--- src/rtl/irq_latch_pkg.sv ---
package irq_latch_pkg;

  // Clear sources that act on the pending vector in one cycle.
  typedef struct packed {
    logic init;
    logic ack;
    logic poll;
  } clr_ctl_t;

  localparam logic [7:0] DEFAULT_TRIG_WMASK = 8'hF8;

endpackage

--- src/rtl/irq_sample_edge.sv ---
module irq_sample_edge #(
  parameter int unsigned NUM_LINES = 8
) (
  input  logic                 clk,
  input  logic                 rst,
  input  logic [NUM_LINES-1:0] req_i,
  output logic [NUM_LINES-1:0] rise_o
);

  logic [NUM_LINES-1:0] hist_q;

  for (genvar g = 0; g < NUM_LINES; g++) begin : g_line
    always_ff @(posedge clk) begin
      if (rst) hist_q[g] <= 1'b0;
      else     hist_q[g] <= req_i[g];
    end

    assign rise_o[g] = req_i[g] & ~hist_q[g];

    // a rise is a single-cycle event; the history catches up next cycle
    a_r3_single_pulse: assert property (@(posedge clk) disable iff (rst)
      rise_o[g] |=> !rise_o[g]);
  end

endmodule

--- src/rtl/irq_mode_reg.sv ---
module irq_mode_reg #(
  parameter int unsigned          NUM_LINES  = 8,
  parameter logic [NUM_LINES-1:0] TRIG_WMASK = NUM_LINES'(8'hF8)
) (
  input  logic                 clk,
  input  logic                 rst,
  input  logic                 init_i,
  input  logic                 wr_en_i,
  input  logic [NUM_LINES-1:0] wr_data_i,
  output logic [NUM_LINES-1:0] trig_o
);

  logic [NUM_LINES-1:0] trig_q;

  always_ff @(posedge clk) begin
    if (rst || init_i)  trig_q <= '0;
    else if (wr_en_i)   trig_q <= wr_data_i & TRIG_WMASK;
  end

  assign trig_o = trig_q;

  a_r9_init_mode: assert property (@(posedge clk) disable iff (rst)
    init_i |=> (trig_q == '0));

  a_r11_mode_hold: assert property (@(posedge clk) disable iff (rst)
    (!init_i && !wr_en_i) |=> $stable(trig_q));

  a_r7_pinned_edge: assert property (@(posedge clk) disable iff (rst)
    wr_en_i |=> ((trig_q & ~TRIG_WMASK) == '0));

endmodule

--- src/rtl/irq_clear_dec.sv ---
module irq_clear_dec
  import irq_latch_pkg::*;
#(
  parameter int unsigned NUM_LINES = 8,
  localparam int unsigned IDX_W = (NUM_LINES > 1) ? $clog2(NUM_LINES) : 1
) (
  input  clr_ctl_t             ctl_i,
  input  logic [IDX_W-1:0]     ack_idx_i,
  input  logic [IDX_W-1:0]     poll_idx_i,
  input  logic [NUM_LINES-1:0] trig_i,
  output logic [NUM_LINES-1:0] clr_o
);

  logic [NUM_LINES-1:0] ack_hit;
  logic [NUM_LINES-1:0] poll_hit;

  for (genvar g = 0; g < NUM_LINES; g++) begin : g_dec
    assign ack_hit[g]  = ctl_i.ack  && (ack_idx_i  == IDX_W'(g));
    assign poll_hit[g] = ctl_i.poll && (poll_idx_i == IDX_W'(g));
  end

  // Only edge-mode lines hold state worth clearing; level lines follow input.
  assign clr_o = ((ack_hit | poll_hit) & ~trig_i) | {NUM_LINES{ctl_i.init}};

endmodule

--- src/rtl/irq_pend_bits.sv ---
module irq_pend_bits #(
  parameter int unsigned NUM_LINES = 8
) (
  input  logic                 clk,
  input  logic                 rst,
  input  logic                 init_i,
  input  logic [NUM_LINES-1:0] req_i,
  input  logic [NUM_LINES-1:0] rise_i,
  input  logic [NUM_LINES-1:0] trig_i,
  input  logic [NUM_LINES-1:0] clr_i,
  output logic [NUM_LINES-1:0] pend_o
);

  logic [NUM_LINES-1:0] pend_q;

  for (genvar g = 0; g < NUM_LINES; g++) begin : g_bit
    always_ff @(posedge clk) begin
      if (rst)            pend_q[g] <= 1'b0;
      else if (init_i)    pend_q[g] <= rise_i[g];
      else if (trig_i[g]) pend_q[g] <= req_i[g];
      else                pend_q[g] <= (pend_q[g] & ~clr_i[g]) | rise_i[g];
    end

    a_r2_level_follow: assert property (@(posedge clk) disable iff (rst)
      (!init_i && trig_i[g]) |=> (pend_o[g] == $past(req_i[g])));

    a_r4_edge_hold: assert property (@(posedge clk) disable iff (rst)
      (!init_i && !trig_i[g] && pend_o[g] && !clr_i[g]) |=> pend_o[g]);

    a_r10_set_wins: assert property (@(posedge clk) disable iff (rst)
      rise_i[g] |=> pend_o[g]);
  end

  assign pend_o = pend_q;

endmodule

--- src/rtl/irq_req_latch.sv ---
module irq_req_latch
  import irq_latch_pkg::*;
#(
  parameter int unsigned          NUM_LINES  = 8,
  parameter logic [NUM_LINES-1:0] TRIG_WMASK = NUM_LINES'(DEFAULT_TRIG_WMASK),
  localparam int unsigned IDX_W = (NUM_LINES > 1) ? $clog2(NUM_LINES) : 1
) (
  input  logic                 clk,
  input  logic                 rst,
  input  logic [NUM_LINES-1:0] req_in,
  input  logic                 trig_wr_en,
  input  logic [NUM_LINES-1:0] trig_wr_data,
  input  logic                 ack_valid,
  input  logic [IDX_W-1:0]     ack_idx,
  input  logic                 poll_clr,
  input  logic [IDX_W-1:0]     poll_idx,
  input  logic                 init_clr,
  output logic [NUM_LINES-1:0] pend_o,
  output logic [NUM_LINES-1:0] trig_o
);

  logic [NUM_LINES-1:0] rise;
  logic [NUM_LINES-1:0] clr_vec;
  clr_ctl_t             ctl;

  assign ctl.init = init_clr;
  assign ctl.ack  = ack_valid;
  assign ctl.poll = poll_clr;

  irq_sample_edge #(.NUM_LINES(NUM_LINES)) u_edge (
    .clk    (clk),
    .rst    (rst),
    .req_i  (req_in),
    .rise_o (rise)
  );

  irq_mode_reg #(.NUM_LINES(NUM_LINES), .TRIG_WMASK(TRIG_WMASK)) u_mode (
    .clk       (clk),
    .rst       (rst),
    .init_i    (init_clr),
    .wr_en_i   (trig_wr_en),
    .wr_data_i (trig_wr_data),
    .trig_o    (trig_o)
  );

  irq_clear_dec #(.NUM_LINES(NUM_LINES)) u_clr (
    .ctl_i      (ctl),
    .ack_idx_i  (ack_idx),
    .poll_idx_i (poll_idx),
    .trig_i     (trig_o),
    .clr_o      (clr_vec)
  );

  irq_pend_bits #(.NUM_LINES(NUM_LINES)) u_pend (
    .clk    (clk),
    .rst    (rst),
    .init_i (init_clr),
    .req_i  (req_in),
    .rise_i (rise),
    .trig_i (trig_o),
    .clr_i  (clr_vec),
    .pend_o (pend_o)
  );

  // reset empties both registers
  a_r1_reset_state: assert property (@(posedge clk)
    rst |=> (pend_o == '0 && trig_o == '0));

  // acknowledged edge-mode line without a new edge is cleared
  a_r5_ack_clears: assert property (@(posedge clk) disable iff (rst)
    (ack_valid && (32'(ack_idx) < NUM_LINES) && !trig_o[ack_idx] && !rise[ack_idx])
      |=> !pend_o[$past(ack_idx)]);

  // init without any edge leaves nothing pending
  a_r9_init_empty: assert property (@(posedge clk) disable iff (rst)
    (init_clr && rise == '0) |=> (pend_o == '0));

endmodule

--- config.mk ---
export PLATFORM = sky130hd
export DESIGN_NAME = irq_req_latch
export DESIGN_NICKNAME = d
export VERILOG_FILES = /design/src/rtl/irq_latch_pkg.sv /design/src/rtl/irq_sample_edge.sv /design/src/rtl/irq_mode_reg.sv /design/src/rtl/irq_clear_dec.sv /design/src/rtl/irq_pend_bits.sv /design/src/rtl/irq_req_latch.sv
export SDC_FILE = /design/constraint.sdc
export NUM_CORES = 1
export LEC_CHECK = 0
export ABC_CLOCK_PERIOD_IN_PS = 1100
export CELL_PAD_IN_SITES_DETAIL_PLACEMENT = 1
export CELL_PAD_IN_SITES_GLOBAL_PLACEMENT = 1
export CORE_ASPECT_RATIO = 1.75
export CORE_MARGIN = 8
export CORE_UTILIZATION = 29
export CTS_BUF_LIST = sky130_fd_sc_hd__clkbuf_8
export DETAILED_ROUTE_END_ITERATION = 12
export PLACE_DENSITY_LB_ADDON = 0.1
export REMOVE_ABC_BUFFERS = 1
export SYNTH_ARGS = -nofsm -noshare
export SYNTH_HDL_FRONTEND = slang
export SYNTH_SLANG_ARGS = --single-unit
--- constraint.sdc ---
create_clock -name clk -period 1.1 [get_ports clk]
set_clock_uncertainty 0.05 [all_clocks]
set_input_delay 0.22 -clock clk [delete_from_list [all_inputs] [get_ports clk]]
set_output_delay 0.22 -clock clk [all_outputs]
set_load 0.02 [all_outputs]
==> reports/metrics.cfg, run 1 <==
[yosys]
yosys.area_share.adder=0
ys_seq_area_frac=0.465
post-synth-top-area-cell=dfxtp_1
yosys_register_bits=21
synth_top_family_by_area=simple AND/OR/NAND/NOR gates
synthXorXnorAreaFrac=0
netlist_top_cells_area=dfxtp_1, a32o_1, mux2i_1, nor2b_1, and3_1
synth-simple-area-share=0.278
synth_area_sq_um=905
synth_compound_area_frac=0.130
syn_avg_cell_area_sq_um=9.33
synth.distinct_cells=25
synth.area.mux_share=0.0553
yosysWarningCount=0
synth_cells=97
netlist.area_leader.share=0.465

[power]
p_clk_frac=0.299
seq_power_share=0.492
power.density_nw_per_um2=1140
swShare=0.257
p_int_mw=1.24
power_mw=1.67
combPwrFrac=0.209
p_sw_mw=0.428
leakage_nw=0.686
peakVddDrop_mv=0.556

[clock_network]
clock_latency_ns=0.26
clk_pin_slew_ns=0.07
tritoncts=built
cts_buffers=3
cts_root_buffer=clkbuf_8
h-tree-depth=1
clk_path_buf_depth=2
clkSinkCount=21

[final_layout]
fin_area_sq_um=1470
final_util=0.477
area.growth.synth_to_final_pct=62.0
multi_input_area_sq_um=472
seq_area_sq_um=420
drive_gt1_frac=0.290
n_fill_cell=376
final_nets=184
final_common_cell=dfxtp_1
fin_cells=198
n_antenna_cell=0
final_cell_mix=dfxtp_1, buf_4, clkdlybuf4s50_1

[timing]
finalCritPeriodShare=0.969
setup_viol=0
max_freq_mhz=938
timing.final.ws_setup_ns=0.0336
drv_slew=0
rsz0062_at_grt=false
finalHoldWorstSlack_ns=0.362
period_minus_slack_ns=1.07
hold_viol=0
setup_tns_ns=0

[routing]
post-route-drc-count=0
drt_first_pass_iters=4
drt-total-wl_microns=3000
drt_iter0_drc=5
vias=935
routedWlPerCell_microns=15.1
via_per_inst=4.72
ant_nets=0

[setup_path]
required_ns=1.25
cp_slowest_cell=dlygate4sd2_1
path_cells=dlygate4sd2_1, buf_4, or2_0, a211o_1, o2bb2ai_2
critPathLaunchType=input port
cp_max_fo=3
cp.arrival_ns=1.21
crit_path_end_kind=flip-flop
cpPeakStageDelay_ns=0.27
crit_start=rst
crit_family=buffers and inverters
regToRegStartpoint=u_mode.trig_o[3]$_SDFFE_PP0P_
crit_buf_inv=2
path_class=input port to flip-flop

[run]
cap_violations=0

[global_routing]
grtUsageTotal=0.119
grt_max_degree=13
grt-ovfl-total=0
antenna_found_initial=0
grt_pass1_wl_microns=4840
grt_pass1_vias=1045

[hold_path]
hold_class=flip-flop to flip-flop
hp-start=u_edge.hist_q[2]$_SDFF_PP0_

[die]
io_pins=44
dieArea_sq_um=5230
die_y_microns=89.9
start_util=0.294
num_rows=27
coreArea_sq_um=3070
chipWidth_microns=58.2

[placement]
place_inst=194
post-dp-hpwl_microns=2500
placed_area_sq_um=1460
preCtsSetupSlack_ns=-0.472
place.gp.congestion=0.892
portBuffers=37

[run_status]
status=finished, final reports clean

[routing by layer]
metal  GRT usage  part of all wire  up-vias
met4      0.0658             0.026        0
met1       0.114              0.37      436
li1            -                 -      450
met3      0.0371             0.071        8
met5           0                 0        -
met2       0.213              0.54       41
[worst paths after layout]
kind	slack, ns	to	cells after the start
setup / recovery	0.03	u_pend.pend_o[0]$_SDFF_PP0_	5
hold / removal	0.36	u_pend.pend_o[2]$_SDFF_PP0_	1
setup reg to reg	0.08	u_pend.pend_o[3]$_SDFF_PP0_	4
hold reg to reg	0.36	u_pend.pend_o[2]$_SDFF_PP0_	1
[registers in the layout, indices dropped and copies added (netlist names)]
| name | count |
|---|---|
| u_mode.trig_o | 5 |
| u_pend.pend_o | 8 |
| u_edge.hist_q | 8 |
[power by group through the flow]
stage	clock network, mW	logic, mW	registers [mW]
finish	0.499	0.348	0.819
global route	0.551	0.379	0.823
CTS	0.526	0.352	0.820
detailed placement	0	0.375	0.839
global placement	0	0.368	0.838
floorplan	0	0.0951	0.872
[repair_timing]
action	4_1_cts	5_1_grt
endpoints found under the setup margin	26	0
buffers inserted	0	0
resized for setup	72	0
hold buffers	0	0
[synthesized netlist by cell type]
| cell type | number |
|---|---|
| a211o_1 | 1 |
| a32o_1 | 5 |
| a41o_1 | 1 |
| and2b_1 | 4 |
| and3_1 | 5 |
| and3b_1 | 2 |
| buf_2 | 1 |
| buf_4 | 3 |
| clkbuf_1 | 1 |
| conb_1 | 1 |
| dfxtp_1 | 21 |
| inv_1 | 8 |
| mux2i_1 | 5 |
| nand2_1 | 3 |
| nand2b_1 | 1 |
| nand3_1 | 6 |
| nand4_1 | 2 |
| nand4b_1 | 2 |
| nor2_1 | 8 |
| nor2b_1 | 8 |
| nor4b_1 | 1 |
| o21ai_0 | 5 |
| o2bb2ai_2 | 1 |
| o32ai_1 | 1 |
| or2_0 | 1 |
[cell type report]
class / count / share of cell area
Clock buffer: 3 / 0.0282
Timing Repair Buffer: 57 / 0.302
Multi-Input combinational cell: 65 / 0.322
Tap cell: 43 / 0.0367
Sequential cell: 21 / 0.287
Inverter: 8 / 0.0205
Clock inverter: 1 / 0.00342
[cells by family after synthesis]
family / Yosys count
other cells: 1
flops: 21
mux: 5
compound gates: 14
simple gates: 43
buf+inv: 13
[worst register-to-register path, delay by kind of cell (launching register included)]
kind            cells  cell delay (ns)
buf+inv             2             0.15
compound gates      1             0.24
flops               1             0.34
simple gates        1             0.14
No activity file was read; power rests on OpenSTA's default activity.
==> run 2: changes to the inputs <==
ABC_CLOCK_PERIOD_IN_PS = default   (was 1100)
CORE_ASPECT_RATIO = default   (was 1.75)
==> reports/metrics.cfg, run 2 (synthesis results as in run 1) <==
[run_status]
status=finished, final reports clean  ; unchanged

[clock_network]
clkSinkCount=21  ; unchanged
cts_buffers=3  ; unchanged
clk_path_buf_depth=2  ; unchanged
cts_root_buffer=clkbuf_8  ; unchanged
clk_pin_slew_ns=0.07  ; about the same
h-tree-depth=1  ; unchanged
tritoncts=built  ; unchanged
clock_latency_ns=0.26  ; about the same

[power]
combPwrFrac=0.218  ; was 0.209
seq_power_share=0.491  ; was 0.492
p_int_mw=1.25  ; was 1.24 mW
leakage_nw=0.720  ; was 0.686 nW
power.density_nw_per_um2=1120  ; was 1140 nW/um^2
p_sw_mw=0.426  ; was 0.428 mW
swShare=0.254  ; was 0.257
p_clk_frac=0.291  ; was 0.299
peakVddDrop_mv=0.559  ; was 0.556 mV

[routing]
post-route-drc-count=0  ; unchanged
vias=926  ; was 935
drt-total-wl_microns=3150  ; was 3000 microns
drt_first_pass_iters=4  ; unchanged
drt_iter0_drc=25  ; was 5
routedWlPerCell_microns=16.1  ; was 15.1 microns
via_per_inst=4.72  ; about the same
ant_nets=0  ; unchanged

[die]
coreArea_sq_um=3000  ; was 3070 sq um
die_y_microns=71.9  ; was 89.9 microns
dieArea_sq_um=5160  ; was 5230 sq um
io_pins=44  ; unchanged
chipWidth_microns=71.9  ; was 58.2 microns
start_util=0.301  ; was 0.294
num_rows=20  ; was 27

[global_routing]
grtUsageTotal=0.121  ; was 0.119
grt_pass1_wl_microns=4890  ; was 4840 microns
grt-ovfl-total=0  ; unchanged
antenna_found_initial=0  ; unchanged
grt_pass1_vias=1023  ; was 1045
grt_max_degree=12  ; was 13

[placement]
preCtsSetupSlack_ns=-0.499  ; was -0.472 ns
portBuffers=37  ; unchanged
place.gp.congestion=0.846  ; was 0.892
post-dp-hpwl_microns=2450  ; was 2500 microns

[final_layout]
final_nets=192  ; was 184
multi_input_area_sq_um=449  ; was 472 sq um
final_common_cell=buf_4  ; was dfxtp_1
area.growth.synth_to_final_pct=65.0  ; was 62.0%
final_cell_mix=buf_4, dfxtp_1, clkdlybuf4s50_1  ; was dfxtp_1, buf_4, clkdlybuf4s50_1
seq_area_sq_um=420  ; unchanged
n_antenna_cell=0  ; unchanged
n_fill_cell=365  ; was 376
drive_gt1_frac=0.301  ; was 0.290

[setup_path]
cp_max_fo=6  ; was 3
timing.rr.end=u_pend.pend_o[6]$_SDFF_PP0_  ; was u_pend.pend_o[3]$_SDFF_PP0_
reg2reg_depth=4  ; unchanged
regToRegStartpoint=u_mode.trig_o[6]$_SDFFE_PP0P_  ; was u_mode.trig_o[3]$_SDFFE_PP0P_
critPathLaunchType=input port  ; unchanged
reg2reg_slack_ns=0.08  ; about the same
required_ns=1.25  ; about the same
crit_path_end_kind=flip-flop  ; unchanged
cp.arrival_ns=1.23  ; was 1.21 ns
path_class=input port to flip-flop  ; unchanged

[timing]
finalCritPeriodShare=0.985  ; was 0.969
period_minus_slack_ns=1.08  ; was 1.07 ns
hold_viol=0  ; unchanged
setup_tns_ns=0  ; unchanged
setup_viol=0  ; unchanged
timing.final.ws_setup_ns=0.0170  ; was 0.0336 ns
rsz0062_at_grt=false  ; unchanged
max_freq_mhz=923  ; was 938 MHz
drv_slew=0  ; unchanged

[hold_path]
min_path_cells=1  ; unchanged
holdPathEnd=u_pend.pend_o[2]$_SDFF_PP0_  ; unchanged
hp-start=u_edge.hist_q[2]$_SDFF_PP0_  ; unchanged
hold_class=flip-flop to flip-flop  ; unchanged

[run]
cap_violations=0  ; unchanged

run 2: final cells by class:
type,instances,area share
multi-input combinational,65,0.301
clock inverter,1,0.00251
tap,33,0.0277
sequential,21,0.282
timing repair buffer,65,0.339
clock buffer,3,0.0277
inverter,8,0.0201
run 2: worst max-delay path, cell delays in order:
cell,delay (ns)
dlygate4sd2_1,0.25
buf_4,0.15
or2_1,0.25
a211o_1,0.25
o2bb2ai_2,0.10
run 2: routing by layer:
metal	wire length, microns	share of wire	global-route usage	up-vias
met5	0	0	0	-
met4	24	0.0076	0.0544	0
met3	172	0.055	0.0335	2
met2	1550	0.49	0.198	23
met1	1400	0.44	0.142	433
li1	-	-	-	468
run 2: timing repair:
item / CTS / global route
hold buffers: 0 / 0
pin swaps: 0 / 0
setup buffers: 1 / 3
endpoints found under the setup margin: 28 / 1
gates resized for setup: 69 / 0
run 2: power groups by stage:
stage          sequential (mW)  clock (mW)  combinational, mW
2_1_floorplan            0.872           0             0.0951
3_3_place_gp             0.838           0              0.377
3_5_place_dp             0.840           0              0.384
4_1_cts                  0.822       0.514              0.358
5_1_grt                  0.826       0.537              0.394
6_report                 0.822       0.487              0.366
run 2: worst max path at each step:
| stage | start | end | cells after the start | slack (ns) |
|---|---|---|---|---|
| finish | init_clr | u_pend.pend_o[0]$_SDFF_PP0_ | 5 | 0.02 |
| global route | init_clr | u_pend.pend_o[0]$_SDFF_PP0_ | 5 | 0.002 |
| floorplan | u_mode.trig_o[3]$_SDFFE_PP0P_ | u_pend.pend_o[3]$_SDFF_PP0_ | 3 | 0.06 |
| CTS | rst | u_pend.pend_o[0]$_SDFF_PP0_ | 5 | 0.02 |
| global placement | rst | u_pend.pend_o[3]$_SDFF_PP0_ | 5 | -0.49 |
| detailed placement | rst | u_pend.pend_o[6]$_SDFF_PP0_ | 5 | -0.50 |
run 2: per-stage QoR:
| step | hold WS, ns | power [mW] | util | cells | cell area, sq um |
|---|---|---|---|---|---|
| final | 0.369 | 1.67 | 0.497 | 196 | 1490 |
| after global routing | 0.373 | 1.76 | 0.497 | 196 | 1490 |
| after CTS | 0.370 | 1.69 | 0.490 | 193 | 1470 |
| after detailed placement | 0.359 | 1.22 | 0.490 | 188 | 1470 |
| after global placement | 0.351 | 1.22 | 0.490 | 188 | 1470 |
| after floorplan | 0.249 | 0.967 | - | 94 | 881 |
==> run 3: changes to the inputs <==
CORE_ASPECT_RATIO = 0.9   (was default)
==> reports/metrics.cfg, run 3 (synthesis results as in run 1) <==
[final_layout]
n_antenna_cell=0  ; unchanged
area.growth.synth_to_final_pct=62.4  ; was 65.0%
final_util=0.487  ; was 0.497
drive_gt1_frac=0.296  ; was 0.301
final_common_cell=buf_4  ; unchanged
fin_cells=201  ; was 196
fin_area_sq_um=1470  ; was 1490 sq um
final_cell_mix=buf_4, dfxtp_1, clkdlybuf4s50_1  ; unchanged
final_nets=188  ; was 192
n_fill_cell=383  ; was 365

[setup_path]
path_cells=buf_2  ; was dlygate4sd2_1, buf_4, or2_1, a211o_1, o2bb2ai_2
required_ns=0.83  ; was 1.25 ns
crit_buf_inv=1  ; was 2
cp_slowest_cell=dfxtp_1  ; was dlygate4sd2_1
cp.arrival_ns=0.79  ; was 1.23 ns
crit_family=flip-flops  ; was buffers and inverters
cp_max_fo=2  ; was 6
cpPeakStageDelay_ns=0.35  ; was 0.25 ns
path_class=flip-flop to primary output  ; was input port to flip-flop
crit_path_end_kind=primary output  ; was flip-flop
critPathLaunchType=flip-flop  ; was input port

[routing]
via_per_inst=4.56  ; was 4.72
ant_nets=0  ; unchanged
routedWlPerCell_microns=14.3  ; was 16.1 microns
drt-total-wl_microns=2880  ; was 3150 microns
post-route-drc-count=0  ; unchanged
drt_first_pass_iters=4  ; unchanged
drt_iter0_drc=19  ; was 25
vias=917  ; was 926

[timing]
timing.final.ws_setup_ns=0.0414  ; was 0.0170 ns
finalCritPeriodShare=0.962  ; was 0.985
hold_viol=0  ; unchanged
max_freq_mhz=945  ; was 923 MHz
setup_viol=0  ; unchanged
finalHoldWorstSlack_ns=0.364  ; was 0.369 ns
period_minus_slack_ns=1.06  ; was 1.08 ns
setup_tns_ns=0  ; unchanged
drv_slew=0  ; unchanged
rsz0062_at_grt=true  ; was false

[die]
dieArea_sq_um=5160  ; about the same
io_pins=44  ; unchanged
coreArea_sq_um=3020  ; was 3000 sq um
start_util=0.300  ; was 0.301
num_rows=19  ; was 20
chipWidth_microns=74.9  ; was 71.9 microns
die_y_microns=69.0  ; was 71.9 microns

[placement]
place_inst=197  ; was 188
place.gp.congestion=0.762  ; was 0.846
portBuffers=37  ; unchanged
placed_area_sq_um=1480  ; was 1470 sq um
preCtsSetupSlack_ns=-0.539  ; was -0.499 ns
post-dp-hpwl_microns=2380  ; was 2450 microns

[global_routing]
antenna_found_initial=0  ; unchanged
grt_pass1_wl_microns=4800  ; was 4890 microns
grt_pass1_vias=1014  ; was 1023
grt-ovfl-total=0  ; unchanged
grt_max_degree=13  ; was 12
grtUsageTotal=0.122  ; was 0.121

[clock_network]
cts_buffers=3  ; unchanged
clkSinkCount=21  ; unchanged
clock_latency_ns=0.26  ; about the same
clk_path_buf_depth=2  ; unchanged
tritoncts=built  ; unchanged
clk_pin_slew_ns=0.08  ; was 0.07 ns
cts_setup_buffers=0  ; was 1
h-tree-depth=1  ; unchanged
cts_root_buffer=clkbuf_8  ; unchanged
ctsHoldBuffers=0  ; unchanged

[run]
cap_violations=0  ; unchanged

[hold_path]
hold_class=flip-flop to flip-flop  ; unchanged

[run_status]
status=finished, final reports clean  ; unchanged

[power]
peakVddDrop_mv=0.797  ; was 0.559 mV
power_mw=1.68  ; was 1.67 mW
power.density_nw_per_um2=1140  ; was 1120 nW/um^2
leakage_nw=0.694  ; was 0.720 nW

-- run 3: layer usage --
| metal | vias up | GRT usage | share of wire |
|---|---|---|---|
| li1 | 455 | - | - |
| met1 | 435 | 0.141 | 0.44 |
| met3 | 4 | 0.0462 | 0.059 |
| met5 | - | 0 | 0 |
| met4 | 0 | 0.0293 | 0.0049 |
| met2 | 23 | 0.209 | 0.49 |
-- run 3: power breakdown --
group	switching (mW)	leakage [nW]	internal (mW)	total, mW
clock	0.261	0.0255	0.253	0.514
combinational	0.162	0.494	0.186	0.347
sequential	0.0164	0.174	0.803	0.820
-- run 3: what timing repair did --
action	in CTS	in global routing
endpoints found under the hold margin	0	0
setup endpoints to repair	26	2
gates resized for setup	67	1
pin swaps	2	1
-- run 3: final timing paths --
kind / slack, ns / cells after the start / end / start
hold reg to reg: 0.36 / 1 / u_pend.pend_o[2]$_SDFF_PP0_ / u_edge.hist_q[2]$_SDFF_PP0_
setup / recovery: 0.04 / 1 / pend_o[5] / u_pend.pend_o[5]$_SDFF_PP0_
setup reg to reg: 0.08 / 4 / u_pend.pend_o[6]$_SDFF_PP0_ / u_mode.trig_o[6]$_SDFFE_PP0P_
hold / removal: 0.36 / 1 / u_pend.pend_o[2]$_SDFF_PP0_ / u_edge.hist_q[2]$_SDFF_PP0_
-- run 3: cell type report --
cell class | instances | area [sq um] | area share
multi-input combinational | 65 | 447 | 0.304
clock buffer | 3 | 41.3 | 0.0281
tap | 42 | 52.6 | 0.0358
inverter | 8 | 30.0 | 0.0204
sequential | 21 | 420 | 0.286
timing repair buffer | 61 | 473 | 0.322
clock inverter | 1 | 5.00 | 0.00341
